$ cat config.mk
export PLATFORM = sky130hd
export DESIGN_NAME = fll_lock_monitor
export DESIGN_NICKNAME = d
export VERILOG_FILES = /design/src/rtl/fll_lock_pkg.sv /design/src/rtl/lock_datapath.sv /design/src/rtl/lock_ctrl.sv /design/src/rtl/fll_lock_monitor.sv
export SDC_FILE = /design/constraint.sdc
export NUM_CORES = 1
export LEC_CHECK = 0
export BUFFER_PORTS_ARGS = -buffer_cell sky130_fd_sc_hd__buf_2
export CAP_MARGIN = 5
export CELL_PAD_IN_SITES_DETAIL_PLACEMENT = 0
export CELL_PAD_IN_SITES_GLOBAL_PLACEMENT = 1
export CORE_MARGIN = 5
export CORE_UTILIZATION = 26
export CTS_CLUSTER_SIZE = 24
export DETAILED_ROUTE_END_ITERATION = 8
export PLACE_DENSITY = 0.46
export RECOVER_POWER = 50
export SYNTH_ARGS = -nofsm -noshare
export SYNTH_HDL_FRONTEND = slang
export SYNTH_SLANG_ARGS = --single-unit
$ cat constraint.sdc
create_clock -name fllClk -period 2.7 [get_ports fllClk]
set_input_delay 0.54 -clock fllClk [delete_from_list [all_inputs] [get_ports fllClk]]
set_output_delay 0.54 -clock fllClk [all_outputs]
set_load 0.01 [all_outputs]
$ cat src/rtl/fll_lock_pkg.sv
package fll_lock_pkg;

  typedef enum logic [1:0] {
    MODE_INT_ENGAGED = 2'd0,
    MODE_EXT_ENGAGED = 2'd1,
    MODE_INT_BYPASS  = 2'd2,
    MODE_EXT_BYPASS  = 2'd3
  } clkMode_e;

  // control -> datapath strobes
  typedef struct packed {
    logic clearWin;
    logic useExt;
  } ctrlStrobe_t;

  // datapath -> control results
  typedef struct packed {
    logic winDone;
    logic inTol;
  } winStat_t;

endpackage

$ cat src/rtl/lock_datapath.sv
module lock_datapath
  import fll_lock_pkg::*;
#(
  parameter int N_REF   = 8,
  parameter int EXP_CNT = 512,
  parameter int TOL     = 8,
  parameter int CNT_W   = 12
) (
  input  logic        clk,
  input  logic        rstN,
  input  logic        extRefTick,
  input  logic        intRefTick,
  input  ctrlStrobe_t ctrl,
  output winStat_t    stat
);

  localparam int REF_W = (N_REF > 1) ? $clog2(N_REF) : 1;
  localparam int LO_I  = (EXP_CNT > TOL) ? EXP_CNT - TOL : 0;
  localparam int HI_I  = EXP_CNT + TOL;
  localparam logic [CNT_W:0] LO_V = (CNT_W + 1)'(LO_I);
  localparam logic [CNT_W:0] HI_V = (CNT_W + 1)'(HI_I);
  localparam logic [REF_W-1:0] LAST_REF = REF_W'(N_REF - 1);

  logic [1:0] syncExt, syncInt;
  logic       refPrev, selRef, refEdge;
  logic       armed;
  logic [REF_W-1:0] refCnt;
  logic [CNT_W-1:0] cycCnt;
  logic [CNT_W:0]   measured;
  logic             lastEdge;

  always_ff @(posedge clk or negedge rstN) begin
    if (!rstN) begin
      syncExt <= '0;
      syncInt <= '0;
      refPrev <= 1'b0;
    end else begin
      syncExt <= {syncExt[0], extRefTick};
      syncInt <= {syncInt[0], intRefTick};
      refPrev <= selRef;
    end
  end

  assign selRef   = ctrl.useExt ? syncExt[1] : syncInt[1];
  assign refEdge  = selRef & ~refPrev;
  assign lastEdge = armed & refEdge & (refCnt == LAST_REF);

  always_ff @(posedge clk or negedge rstN) begin
    if (!rstN) begin
      armed  <= 1'b0;
      refCnt <= '0;
      cycCnt <= '0;
    end else if (ctrl.clearWin) begin
      armed  <= 1'b0;
      refCnt <= '0;
      cycCnt <= '0;
    end else if (refEdge && !armed) begin
      armed  <= 1'b1;
      refCnt <= '0;
      cycCnt <= '0;
    end else if (lastEdge) begin
      refCnt <= '0;
      cycCnt <= '0;
    end else begin
      if (refEdge) refCnt <= refCnt + 1'b1;
      if (cycCnt != '1) cycCnt <= cycCnt + 1'b1;
    end
  end

  assign measured     = {1'b0, cycCnt} + 1'b1;
  assign stat.winDone = lastEdge & ~ctrl.clearWin;
  assign stat.inTol   = (measured >= LO_V) && (measured <= HI_V);

endmodule

$ cat src/rtl/lock_ctrl.sv
module lock_ctrl
  import fll_lock_pkg::*;
(
  input  logic        clk,
  input  logic        rstN,
  input  logic [1:0]  modeSel,
  input  logic        wrEn,
  input  logic        wrClr,
  input  logic        wrIe,
  input  winStat_t    stat,
  output ctrlStrobe_t ctrl,
  output logic        locked,
  output logic        lolStatus,
  output logic        lolIrq
);

  logic [1:0] modePrev;
  logic       modeChg;
  logic       goodStreak;
  logic       lockedR;
  logic       statusR;
  logic       intEn;
  logic       lolSet;

  assign modeChg       = (modeSel != modePrev);
  assign ctrl.clearWin = modeChg;
  assign ctrl.useExt   = modeSel[0];
  assign lolSet        = !modeChg && stat.winDone && !stat.inTol && lockedR;

  always_ff @(posedge clk or negedge rstN) begin
    if (!rstN) begin
      modePrev   <= MODE_INT_ENGAGED;
      goodStreak <= 1'b0;
      lockedR    <= 1'b0;
      statusR    <= 1'b0;
      intEn      <= 1'b0;
    end else begin
      modePrev <= modeSel;
      if (modeChg) begin
        lockedR    <= 1'b0;
        goodStreak <= 1'b0;
      end else if (stat.winDone) begin
        if (stat.inTol) begin
          lockedR    <= lockedR | goodStreak;
          goodStreak <= 1'b1;
        end else begin
          lockedR    <= 1'b0;
          goodStreak <= 1'b0;
        end
      end
      if (wrEn) intEn <= wrIe;
      if (lolSet) statusR <= 1'b1;
      else if (wrEn && wrClr && statusR) statusR <= 1'b0;
    end
  end

  assign locked    = lockedR;
  assign lolStatus = statusR;
  assign lolIrq    = statusR & intEn;

endmodule

$ cat src/rtl/fll_lock_monitor.sv
module fll_lock_monitor
  import fll_lock_pkg::*;
#(
  parameter int N_REF   = 8,
  parameter int EXP_CNT = 512,
  parameter int TOL     = 8,
  parameter int CNT_W   = 12
) (
  input  logic       fllClk,
  input  logic       rstN,
  input  logic [1:0] modeSel,
  input  logic       extRefTick,
  input  logic       intRefTick,
  input  logic       wrEn,
  input  logic       wrClr,
  input  logic       wrIe,
  output logic       locked,
  output logic       lolStatus,
  output logic       lolIrq
);

  ctrlStrobe_t ctrl;
  winStat_t    dpStat;

  lock_datapath #(
    .N_REF(N_REF), .EXP_CNT(EXP_CNT), .TOL(TOL), .CNT_W(CNT_W)
  ) u_dp (
    .clk(fllClk), .rstN(rstN),
    .extRefTick(extRefTick), .intRefTick(intRefTick),
    .ctrl(ctrl), .stat(dpStat)
  );

  lock_ctrl u_ctrl (
    .clk(fllClk), .rstN(rstN), .modeSel(modeSel),
    .wrEn(wrEn), .wrClr(wrClr), .wrIe(wrIe),
    .stat(dpStat), .ctrl(ctrl),
    .locked(locked), .lolStatus(lolStatus), .lolIrq(lolIrq)
  );

endmodule

==> flow_summary.toml <==
[place]
dp_cells = 206
port_buffers = 11
hpwl_um = 2170
gp_congestion = 0.808

[die]
coreArea_um2 = 5040
die_h_um = 81.4
die-area_um2 = 6630
rows = 26
die_x_um = 81.4
initial_core_util_pct = 26.3
ios = 12

[sta]
clock.fmax_mhz = 420
hold_viol_final = 0
post-route-min-period_ns = 2.38
relSlewSlack_pct = 3.34
setup_viol = 0
rsz0062_at_grt = "false"
slew_violations = 0
fin_setup_tns_ns = 0
tightest_slew_ns = 1.45
finClkSkew_ns = 0.00540
fin_crit_sh_pct = 88.3
whs_ns = 0.357

[synthesis]
synth_top_area_share_pct = 50.9
synth_area_um2 = 1330
ys_ff_latch = 27
syn_inst = 127
synth_edf_count = 0
synth_area_leaders = "dfrtp_1 (51%), nand2_1 (3.1%), mux2i_1 (3.0%)"
synthArstFlopShare_pct = 100
synth_top_cell_by_area = "dfrtp_1"
syn_area_per_cell_um2 = 10.4
synth_nets = 139
synthDistinctLibCells = 42
synthFlopType = "dfrtp_1"
yosysSeqAreaShare_pct = 50.9
ys_warn_count = 0

[global_routing]
grt_pass1_wl_um = 5110
grt_antenna_before_repair = 0
grt-ovfl-total = 0
grt_pass1_vias = 1025
grt_max_degree = 28
grt_usage_pct = 10.3

[pwr]
clock_power_share_pct = 34.0
peakVddDrop_mv = 0.176
p_sw_mw = 0.174
power_leakage_nw = 0.636
p_int_mw = 0.536
powerDensity_nw_per_um2 = 471
p_sw_share_pct = 24.5
combPwrFrac_pct = 6.5
seqPwrFrac_pct = 59.5

[setup_path]
path_class = "reg -> reg"
cp.arrival_ns = 2.56
end_kind = "flip-flop"
crit_path_max_fanout = 8
startpoint_type = "flip-flop"
worstPathRequired_ns = 2.88

[layout]
multiInputGateArea_um2 = 623
fin_nets = 153
fill_cells = 524
antennaDiodeCount = 0
final_cells = 210
seq_area_um2 = 676
fin_util_pct = 29.9
syn2layout_area_growth_pct = 13.7
layout-drive-gt1-share_pct = 15.0

[drt]
drt-wirelength-per-cell_um = 14.2
drc = 0
drtIter0Drc = 38
vias = 1003
vias_per_cell = 4.78
drtPass1Iterations = 4
postRouteAntennaNets = 0
wl_um = 2980

[clock_network]
cts_hold_buf = 0
htreeDepth = 1
cts-root-buf = "clkbuf_8"
clock-sinks = 27
numCtsBuffers = 3
cts_setup_buffers = 0
clock_latency_ns = 0.28
clockBufferDepth = 2
cts_tree = "yes"
clk_pin_slew_ns = 0.10

[status]
outcome = "finished clean"

[min_path]
worstHoldPathType = "reg -> reg"

[flow_run]
max_cap_viol_count = 0
[per-stage QoR]
step | cell area, um^2 | worst slack, ns | total power, mW
2_1_floorplan | 1330 | 0.494 | 0.454
3_5_place_dp | 1460 | 0.264 | 0.480
4_1_cts | 1510 | 0.247 | 0.728
5_1_grt | 1510 | 0.0895 | 0.752
3_3_place_gp | 1460 | 0.318 | 0.478
6_report | 1510 | 0.317 | 0.710
[final timing paths]
path | from | end | slack (ns) | cells past startpoint
worst max-delay path | u_dp.cycCnt[0] | u_ctrl.lolStatus | 0.32 | 7
worst min-delay path | u_dp.syncInt[0] | u_dp.syncInt[1] | 0.36 | 0
worst max register to register | u_dp.cycCnt[0] | u_ctrl.lolStatus | 0.32 | 7
worst min register to register | u_dp.syncInt[0] | u_dp.syncInt[1] | 0.36 | 0
max in group asynchronous | rstN | u_dp.cycCnt[3] | 1.27 | 1
min in group asynchronous | rstN | u_dp.cycCnt[5] | 0.58 | 1
[worst max-delay path, cell delays in order, from the launching register on]
cell and delay, ns:
dfrtp_1 0.48, ha_2 0.31, nand3_2 0.16, or3_1 0.39, a222oi_1 0.30, and4_1 0.25, o211ai_1 0.13, a41o_1 0.26
[layout make-up]
| type | instances | area share [%] |
|---|---|---|
| inverter | 2 | 0.498 |
| clock inverter | 1 | 0.498 |
| timing repair buffer | 13 | 4.32 |
| multi-input combinational | 94 | 41.3 |
| sequential | 27 | 44.8 |
| tap | 70 | 5.81 |
| clock buffer | 3 | 2.74 |
[repair_timing]
action	CTS	global route
endpoints found under the hold margin	0	0
setup endpoints to repair	0	1
resized for setup	0	1
[synth_stat cells, types with 2 or more instances]
cell type,n
a21oi_1,5
nand3_1,5
nor2_1,9
o21ai_1,2
nand4_1,4
or3_1,2
a31oi_1,5
xor2_1,3
xnor2_1,3
ha_1,3
mux2i_1,4
a21boi_0,2
o21ai_0,5
a21o_1,2
inv_1,2
or2_2,2
nand2_1,11
nand3_2,2
dfrtp_1,27
nor3_1,4
clkbuf_1,2
buf_4,2
or4_1,2
[power by group through the flow]
stage	sequential [mW]	combinational (mW)	clock, mW
finish	0.423	0.0459	0.242
global route	0.425	0.0546	0.273
CTS	0.423	0.0491	0.256
detailed placement	0.431	0.0490	0
global placement	0.430	0.0481	0
floorplan	0.429	0.0251	0
[cells in the final DEF, fill, tap and decap left out, types with 3 or more instances in the layout]
master	n
nor3_1	4
mux2i_1	4
o21ai_0	5
xor2_1	3
clkbuf_1	4
xnor2_1	3
nand4_1	4
nor2_1	9
a31oi_1	5
nand2_1	11
clkbuf_8	3
nand3_1	5
buf_2	7
a21oi_1	5
dfrtp_1	27
[cell families after synthesis]
| logic type | count (synthesis) | synth area share [%] |
|---|---|---|
| simple gates | 50 | 21.3 |
| fa+ha+maj | 3 | 2.83 |
| compound gates | 30 | 14.8 |
| xor+xnor | 6 | 3.96 |
| flops | 27 | 50.9 |
| buf+inv | 6 | 2.26 |
| mux | 5 | 3.87 |
[registers in the layout (all words and copies together), names as in the netlist]
register / cells
u_ctrl.goodStreak: 1
u_ctrl.intEn: 1
u_ctrl.locked: 1
u_ctrl.lolStatus: 1
u_ctrl.modePrev: 2
u_dp.armed: 1
u_dp.cycCnt: 12
u_dp.refCnt: 3
u_dp.refPrev: 1
u_dp.syncExt: 2
u_dp.syncInt: 2
[metal layers]
metal,vias up,routed length (um),global-route usage [%]
met5,-,0,0
met4,0,29,4.05
met3,2,94,1.64
met2,12,1350,16.4
met1,488,1500,14.0
li1,501,-,-
Note: power is estimated with default switching activity, not from simulation.
